[src/rtl/hbi_pkg.sv]
package hbi_pkg;
   localparam int STAT_EMPTY = 0;
   localparam int STAT_FULL  = 1;
   localparam int STAT_BUSY  = 2;
   localparam int STAT_OVF   = 3;
   localparam int STAT_UNF   = 4;
   localparam int STAT_FLAGS = 5;

   typedef enum logic {
      SEL_FIFO = 1'b0,
      SEL_CSR  = 1'b1
   } hbi_sel_e;
endpackage

[src/rtl/hbi_fifo.sv]
module hbi_fifo #(
   parameter int DW    = 12,
   parameter int DEPTH = 8,
   localparam int AW   = $clog2(DEPTH),
   localparam int CW   = $clog2(DEPTH + 1)
) (
   input  logic          clk,
   input  logic          rst_n,
   input  logic          push,
   input  logic [DW-1:0] wdata,
   input  logic          pop,
   output logic [DW-1:0] head,
   output logic [CW-1:0] count,
   output logic          empty,
   output logic          full,
   output logic          ovf_evt
);
   if (DEPTH < 2 || (DEPTH & (DEPTH - 1)) != 0) begin : g_bad_depth
      $error("hbi_fifo: DEPTH must be a power of two, at least 2");
   end

   logic [DEPTH-1:0][DW-1:0] mem;
   logic [AW-1:0]            wp_q, rp_q;
   logic [CW-1:0]            cnt_q;
   logic                     do_push, do_pop;

   assign empty   = (cnt_q == '0);
   assign full    = (cnt_q == CW'(DEPTH));
   assign do_pop  = pop && !empty;
   assign do_push = push && (!full || do_pop);
   assign ovf_evt = push && full && !do_pop;
   assign head    = mem[rp_q];
   assign count   = cnt_q;

   always_ff @(posedge clk) begin
      if (do_push) mem[wp_q] <= wdata;
   end

   always_ff @(posedge clk or negedge rst_n) begin
      if (!rst_n) begin
         wp_q  <= '0;
         rp_q  <= '0;
         cnt_q <= '0;
      end else begin
         if (do_push) wp_q <= wp_q + AW'(1);
         if (do_pop)  rp_q <= rp_q + AW'(1);
         case ({do_push, do_pop})
            2'b10:   cnt_q <= cnt_q + CW'(1);
            2'b01:   cnt_q <= cnt_q - CW'(1);
            default: cnt_q <= cnt_q;
         endcase
      end
   end

   AST_FIFO_BOUND: assert property (@(posedge clk) disable iff (!rst_n)
      cnt_q <= CW'(DEPTH));
   AST_FIFO_FULL_HOLDS: assert property (@(posedge clk) disable iff (!rst_n)
      (full && push && !pop) |=> full);
endmodule

[src/rtl/hbi_strobe_dec.sv]
module hbi_strobe_dec #(
   parameter bit WR_OVERLAP = 1'b1
) (
   input  logic clk,
   input  logic rst_n,
   input  logic cs_n,
   input  logic rd_n,
   input  logic wr_n,
   input  logic addr,
   output logic rd_act,
   output logic wr_act,
   output logic wr_ok,
   output logic acc_now,
   output logic acc_pulse,
   output logic reg_wr_en
);
   logic wr_any;
   logic acc_prev_q, pulse_q;

   assign rd_act  = !cs_n && !rd_n;
   assign wr_any  = !cs_n && !wr_n;
   assign wr_act  = wr_any && addr;
   assign acc_now = rd_act || wr_any;

   if (WR_OVERLAP) begin : g_overlap
      logic lo_seen_q;
      always_ff @(negedge clk or negedge rst_n) begin
         if (!rst_n) lo_seen_q <= 1'b0;
         else        lo_seen_q <= wr_act;
      end
      assign reg_wr_en = wr_act && !clk;
      assign wr_ok     = wr_act && lo_seen_q;
   end else begin : g_level
      assign reg_wr_en = wr_act;
      assign wr_ok     = wr_act;
   end

   always_ff @(posedge clk or negedge rst_n) begin
      if (!rst_n) begin
         acc_prev_q <= 1'b0;
         pulse_q    <= 1'b0;
      end else begin
         acc_prev_q <= acc_now;
         pulse_q    <= acc_now && !acc_prev_q;
      end
   end
   assign acc_pulse = pulse_q;

   AST_PULSE_SINGLE: assert property (@(posedge clk) disable iff (!rst_n)
      acc_pulse |=> !acc_pulse);
endmodule

[src/rtl/hbi_wait_ctl.sv]
module hbi_wait_ctl (
   input  logic clk,
   input  logic rst_n,
   input  logic acc_now,
   input  logic convst_n,
   input  logic busy_n,
   output logic wait_o
);
   logic ext_q;

   always_ff @(posedge clk or negedge rst_n) begin
      if (!rst_n)         ext_q <= 1'b0;
      else if (!acc_now)  ext_q <= 1'b0;
      else if (!convst_n) ext_q <= 1'b1;
   end

   assign wait_o = acc_now && (ext_q || !convst_n) && !(convst_n && busy_n);

   AST_WAIT_HOLDS: assert property (@(posedge clk) disable iff (!rst_n)
      (wait_o && acc_now) |=> (wait_o || !acc_now || (convst_n && busy_n)));
endmodule

[src/rtl/conv_host_if.sv]
module conv_host_if #(
   parameter int DW         = 12,
   parameter int DEPTH      = 8,
   parameter bit WR_OVERLAP = 1'b1,
   localparam int CW        = $clog2(DEPTH + 1)
) (
   input  logic          clk,
   input  logic          rst_n,
   input  logic          cs_n,
   input  logic          rd_n,
   input  logic          wr_n,
   input  logic          addr,
   input  logic [DW-1:0] din,
   output logic [DW-1:0] dout,
   output logic          dout_oe,
   output logic          reg_wr_en,
   output logic          wait_req,
   output logic          acc_pulse,
   input  logic          convst_n,
   input  logic          busy_n,
   input  logic          res_we,
   input  logic [DW-1:0] res_data,
   output logic          drdy
);
   import hbi_pkg::*;

   if (DW < STAT_FLAGS + CW) begin : g_bad_width
      $error("conv_host_if: DW too small for status layout");
   end

   hbi_sel_e      sel;
   logic          rd_act, wr_act, wr_ok, acc_now, wait_o;
   logic          rd_done_q, wr_done_q, rd_go, wr_go, pop;
   logic          empty, full, ovf_evt;
   logic [DW-1:0] head, rd_q, last_q, stat;
   logic [CW-1:0] count, thr_q;
   logic          ovf_q, unf_q;
   logic          unused_din;

   assign sel        = hbi_sel_e'(addr);
   assign unused_din = ^din[DW-CW-1:0];

   hbi_strobe_dec #(.WR_OVERLAP(WR_OVERLAP)) u_dec (
      .clk(clk), .rst_n(rst_n), .cs_n(cs_n), .rd_n(rd_n), .wr_n(wr_n),
      .addr(addr), .rd_act(rd_act), .wr_act(wr_act), .wr_ok(wr_ok),
      .acc_now(acc_now), .acc_pulse(acc_pulse), .reg_wr_en(reg_wr_en)
   );

   hbi_wait_ctl u_wait (
      .clk(clk), .rst_n(rst_n), .acc_now(acc_now),
      .convst_n(convst_n), .busy_n(busy_n), .wait_o(wait_o)
   );

   hbi_fifo #(.DW(DW), .DEPTH(DEPTH)) u_fifo (
      .clk(clk), .rst_n(rst_n), .push(res_we), .wdata(res_data),
      .pop(pop), .head(head), .count(count), .empty(empty),
      .full(full), .ovf_evt(ovf_evt)
   );

   assign rd_go = rd_act && !wait_o && !rd_done_q;
   assign wr_go = wr_ok && !wait_o && !wr_done_q;
   assign pop   = rd_go && (sel == SEL_FIFO) && !empty;

   always_comb begin
      stat             = '0;
      stat[STAT_EMPTY] = empty;
      stat[STAT_FULL]  = full;
      stat[STAT_BUSY]  = !busy_n;
      stat[STAT_OVF]   = ovf_q;
      stat[STAT_UNF]   = unf_q;
      stat[DW-1 -: CW] = thr_q;
   end

   always_ff @(posedge clk or negedge rst_n) begin
      if (!rst_n) begin
         rd_done_q <= 1'b0;
         wr_done_q <= 1'b0;
         rd_q      <= '0;
         last_q    <= '0;
         thr_q     <= CW'(1);
         ovf_q     <= 1'b0;
         unf_q     <= 1'b0;
      end else begin
         rd_done_q <= rd_act && (rd_done_q || rd_go);
         wr_done_q <= wr_act && (wr_done_q || wr_go);
         if (rd_go) begin
            if (sel == SEL_CSR) begin
               rd_q <= stat;
            end else if (!empty) begin
               rd_q   <= head;
               last_q <= head;
            end else begin
               rd_q <= last_q;
            end
         end
         if (ovf_evt)                      ovf_q <= 1'b1;
         else if (rd_go && sel == SEL_CSR) ovf_q <= 1'b0;
         if (rd_go && sel == SEL_FIFO && empty) unf_q <= 1'b1;
         else if (rd_go && sel == SEL_CSR)      unf_q <= 1'b0;
         if (wr_go) thr_q <= din[DW-1 -: CW];
      end
   end

   assign dout     = rd_q;
   assign dout_oe  = rd_act && rd_done_q;
   assign wait_req = wait_o;
   assign drdy     = (count >= thr_q);

   AST_THR_ONLY_BY_WRITE: assert property (@(posedge clk) disable iff (!rst_n)
      !$stable(thr_q) |-> $past(wr_act));
   AST_UNF_NEEDS_EMPTY: assert property (@(posedge clk) disable iff (!rst_n)
      $rose(unf_q) |-> $past(empty));
   AST_NO_POP_WHILE_WAIT: assert property (@(posedge clk) disable iff (!rst_n)
      $rose(dout_oe) |-> $past(!wait_o));
endmodule

[config.mk]
export PLATFORM = sky130hd
export DESIGN_NAME = conv_host_if
export DESIGN_NICKNAME = d
export VERILOG_FILES = /design/src/rtl/hbi_pkg.sv /design/src/rtl/hbi_fifo.sv /design/src/rtl/hbi_strobe_dec.sv /design/src/rtl/hbi_wait_ctl.sv /design/src/rtl/conv_host_if.sv
export SDC_FILE = /design/constraint.sdc
export NUM_CORES = 1
export LEC_CHECK = 0
export BUFFER_PORTS_ARGS = -buffer_cell sky130_fd_sc_hd__buf_2
export CAP_MARGIN = 10
export CORE_MARGIN = 3
export CORE_UTILIZATION = 60
export CTS_CLUSTER_SIZE = 28
export DETAILED_ROUTE_END_ITERATION = 6
export PLACE_DENSITY = 0.8
export SYNTH_ARGS = -nofsm -noshare
export SYNTH_HDL_FRONTEND = slang
export SYNTH_SLANG_ARGS = --single-unit
[constraint.sdc]
create_clock -name clk -period 8.5 [get_ports clk]
set_clock_uncertainty 0.2 [all_clocks]
set_input_delay 0.85 -clock clk [delete_from_list [all_inputs] [get_ports clk]]
set_output_delay 0.85 -clock clk [all_outputs]
set_load 0.02 [all_outputs]
==> results.py <==
metrics = {
    "place": {
        "gp_congestion": 0.778,
        "dpl.hpwl_microns": 7240,
        "pre_cts_slack_ps": 2310,
        "dpl.cell_count": 519,
        "port_buffers": 41,
    },
    "worst_setup_path": {
        "cp-start-kind": "clock port",
        "crit_path_end_kind": "output pin",
        "crit_required_ps": 7450,
        "timing.setup.critical_path_class": "clk2out",
        "worstPathMaxFanout": 2,
        "crit_arrival_ps": 4840,
    },
    "power_and_ir_drop": {
        "combPwrFrac": 0.245,
        "power_density_nw_per_um2": 342,
        "peakVddDrop_mv": 0.184,
        "p_switching_mw": 0.732,
        "p_leak_nw": 2.73,
        "p_sw_frac": 0.309,
        "p_int_mw": 1.63,
        "seq_power_share": 0.440,
        "power_frac_clock": 0.315,
    },
    "global_route": {
        "grt_pass1_wl_microns": 19000,
        "grt_max_degree": 47,
        "grt_pass1_vias": 3527,
        "antenna_found_initial": 0,
        "overflow": 0,
        "grtUsageTotal": 0.235,
    },
    "job": {
        "max_cap_viol_count": 0,
    },
    "layout": {
        "area_growth_pct": 15.8,
        "multiInputGateArea_sq_um": 1790,
        "layoutNonFillerInstCount": 554,
        "drive_above_1_share": 0.294,
        "antenna_cells": 0,
        "fillers": 584,
        "regArea_sq_um": 4040,
        "nets": 454,
        "fin_util": 0.732,
    },
    "cts": {
        "cts_hold_buf": 0,
        "clock_latency_ps": 630,
        "ctsResizeCount": 0,
        "cts_tree": "done",
        "postCtsSetupBuffers": 0,
        "path_clk_slew_ps": 60,
    },
    "drt": {
        "antenna_left": 0,
        "firstDrtPassIters": 5,
        "vias_per_cell": 5.98,
        "drt-wirelength-per-cell_microns": 21.1,
        "drc_errors": 0,
        "via_count": 3315,
        "drt_iter0_drc": 232,
        "route.top_layer_used": "met4",
        "dr_wl_met2_microns": 5980,
        "postRouteWirelength_microns": 11700,
        "wl_met1_microns": 4810,
        "dr_wl_met3_microns": 739,
    },
    "synthesis": {
        "ys_seq_area_frac": 0.675,
        "synth_warnings": 0,
        "ys_ff_latch": 142,
        "synth_area_sq_um": 5980,
        "syn_inst": 358,
        "yosys.area.top_type": "edfxtp_1",
        "synth_flop_cell": "edfxtp_1",
        "yosys-top-cells-count": "edfxtp_1 (96), dfrtp_1 (44), mux4_2 (18)",
        "synth_cell_types": 47,
        "synth_top_area_frac": 0.482,
        "syn_nets": 400,
        "ys_async_sr_fraction": 0.324,
        "yosysMostFrequentCell": "edfxtp_1",
        "syn_avg_cell_area_sq_um": 16.7,
        "synthTopCellsByArea": "edfxtp_1 (48%), dfrtp_1 (18%), mux4_2 (6.8%), mux4_1 (2.6%), mux2i_1 (2.0%)",
        "synth-edff-count": 96,
    },
    "timing": {
        "setup_viol_count_final": 0,
        "hold_viol": 0,
        "fin_ws_ps": 2610,
        "maxSlewViolCount": 0,
        "slew_headroom": 0.229,
        "fin_setup_tns_ps": 0,
        "tightest_slew_ps": 1160,
        "grt_setup_unrepaired": "false",
    },
    "floorplan": {
        "ios": 50,
        "core_area_sq_um": 9460,
        "dieHeight_microns": 106,
        "start_util": 0.632,
        "row_count": 35,
        "die_width_microns": 106,
        "die_area_sq_um": 11200,
    },
    "outcome": {
        "outcome": "finished, final reports clean",
    },
    "worst_hold_path": {
        "hp-class": "in2async",
    },
}
logic make-up after synthesis:
logic type,Yosys count,synth area share
XOR/XNOR,9,0.0132
AND/OR/NAND/NOR,69,0.0690
adder cells (fa/ha/maj),9,0.0188
multiplexers,43,0.129
flip-flops,142,0.675
AO/OA/AOI/OAI,56,0.0655
buffers and inverters,30,0.0301
metrics by stage:
stage	hold slack (ps)	power, mW	cell area (sq um)
2_1_floorplan	178	1.46	5980
3_3_place_gp	185	1.60	6310
3_5_place_dp	188	1.63	6310
4_1_cts	198	2.38	6930
5_1_grt	214	2.48	6930
6_report	185	2.37	6930
cells in the final DEF (no fill, tap or decap), drive strengths merged, types with 2 or more instances in the layout:
| master | count |
|---|---|
| a211o | 8 |
| a211oi | 4 |
| nor3 | 16 |
| xnor2 | 5 |
| edfxtp | 96 |
| nor3b | 2 |
| a21o | 15 |
| bufinv | 2 |
| inv | 16 |
| a21oi | 14 |
| nand4 | 2 |
| nor2 | 10 |
| clkinv | 6 |
| clkbuf | 20 |
| nor2b | 2 |
| o21ai | 10 |
| xor2 | 4 |
| nand2 | 12 |
| ha | 9 |
| mux4 | 24 |
| mux2i | 12 |
| mux2 | 7 |
| dfrtp | 44 |
| nand2b | 5 |
| nor4 | 3 |
| buf | 51 |
| nand3 | 12 |
| o211ai | 2 |
| clkinvlp | 2 |
power by group through the flow:
stage | Sequential, mW | Combinational, mW | Clock (mW)
2_1_floorplan | 1.01 | 0.452 | 0.00139
3_3_place_gp | 1.04 | 0.558 | 0.00197
3_5_place_dp | 1.05 | 0.581 | 0.00197
4_1_cts | 1.04 | 0.589 | 0.755
5_1_grt | 1.06 | 0.635 | 0.789
6_report | 1.04 | 0.579 | 0.746
registers in the layout, indices dropped and copies added, names as in the netlist, 3 cells and up:
signal / cells
u_fifo.count: 4
dout: 12
u_fifo.wp_q: 3
u_fifo.rp_q: 3
last_q: 12
u_fifo.mem: 96
thr_q: 4
cell type report:
| cell class | instances | area share |
|---|---|---|
| Sequential cell | 142 | 0.582 |
| Multi-Input combinational cell | 186 | 0.259 |
| Clock buffer | 21 | 0.0665 |
| Timing Repair Buffer | 50 | 0.0397 |
| Tap cell | 129 | 0.0233 |
| Clock inverter | 15 | 0.0231 |
| Inverter | 11 | 0.00632 |
worst paths after layout:
kind / cells past startpoint / start / slack (ps) / to
setup / recovery: 4 / clk / 2610 / reg_wr_en
hold / removal: 1 / rst_n / 180 / thr_q[1]
setup reg to reg: 2 / u_dec.g_overlap.lo_seen_q / 3010 / thr_q[1]
hold reg to reg: 1 / u_dec.acc_prev_q / 200 / u_dec.acc_pulse
max in group asynchronous: 1 / rst_n / 3100 / u_dec.g_overlap.lo_seen_q
min in group clk: 1 / u_dec.acc_prev_q / 200 / u_dec.acc_pulse
critical path, stage by stage:
cell and delay [ps]:
clkbuf_8 110, clkbuf_8 120, nor4_1 150, buf_2 210
layer usage:
| layer | GRT usage | up-vias |
|---|---|---|
| met5 | 0 | - |
| met4 | 0.0879 | 0 |
| met3 | 0.0778 | 11 |
| met2 | 0.375 | 112 |
| met1 | 0.303 | 1687 |
| li1 | - | 1505 |
Power figures use the tool's default switching activity.
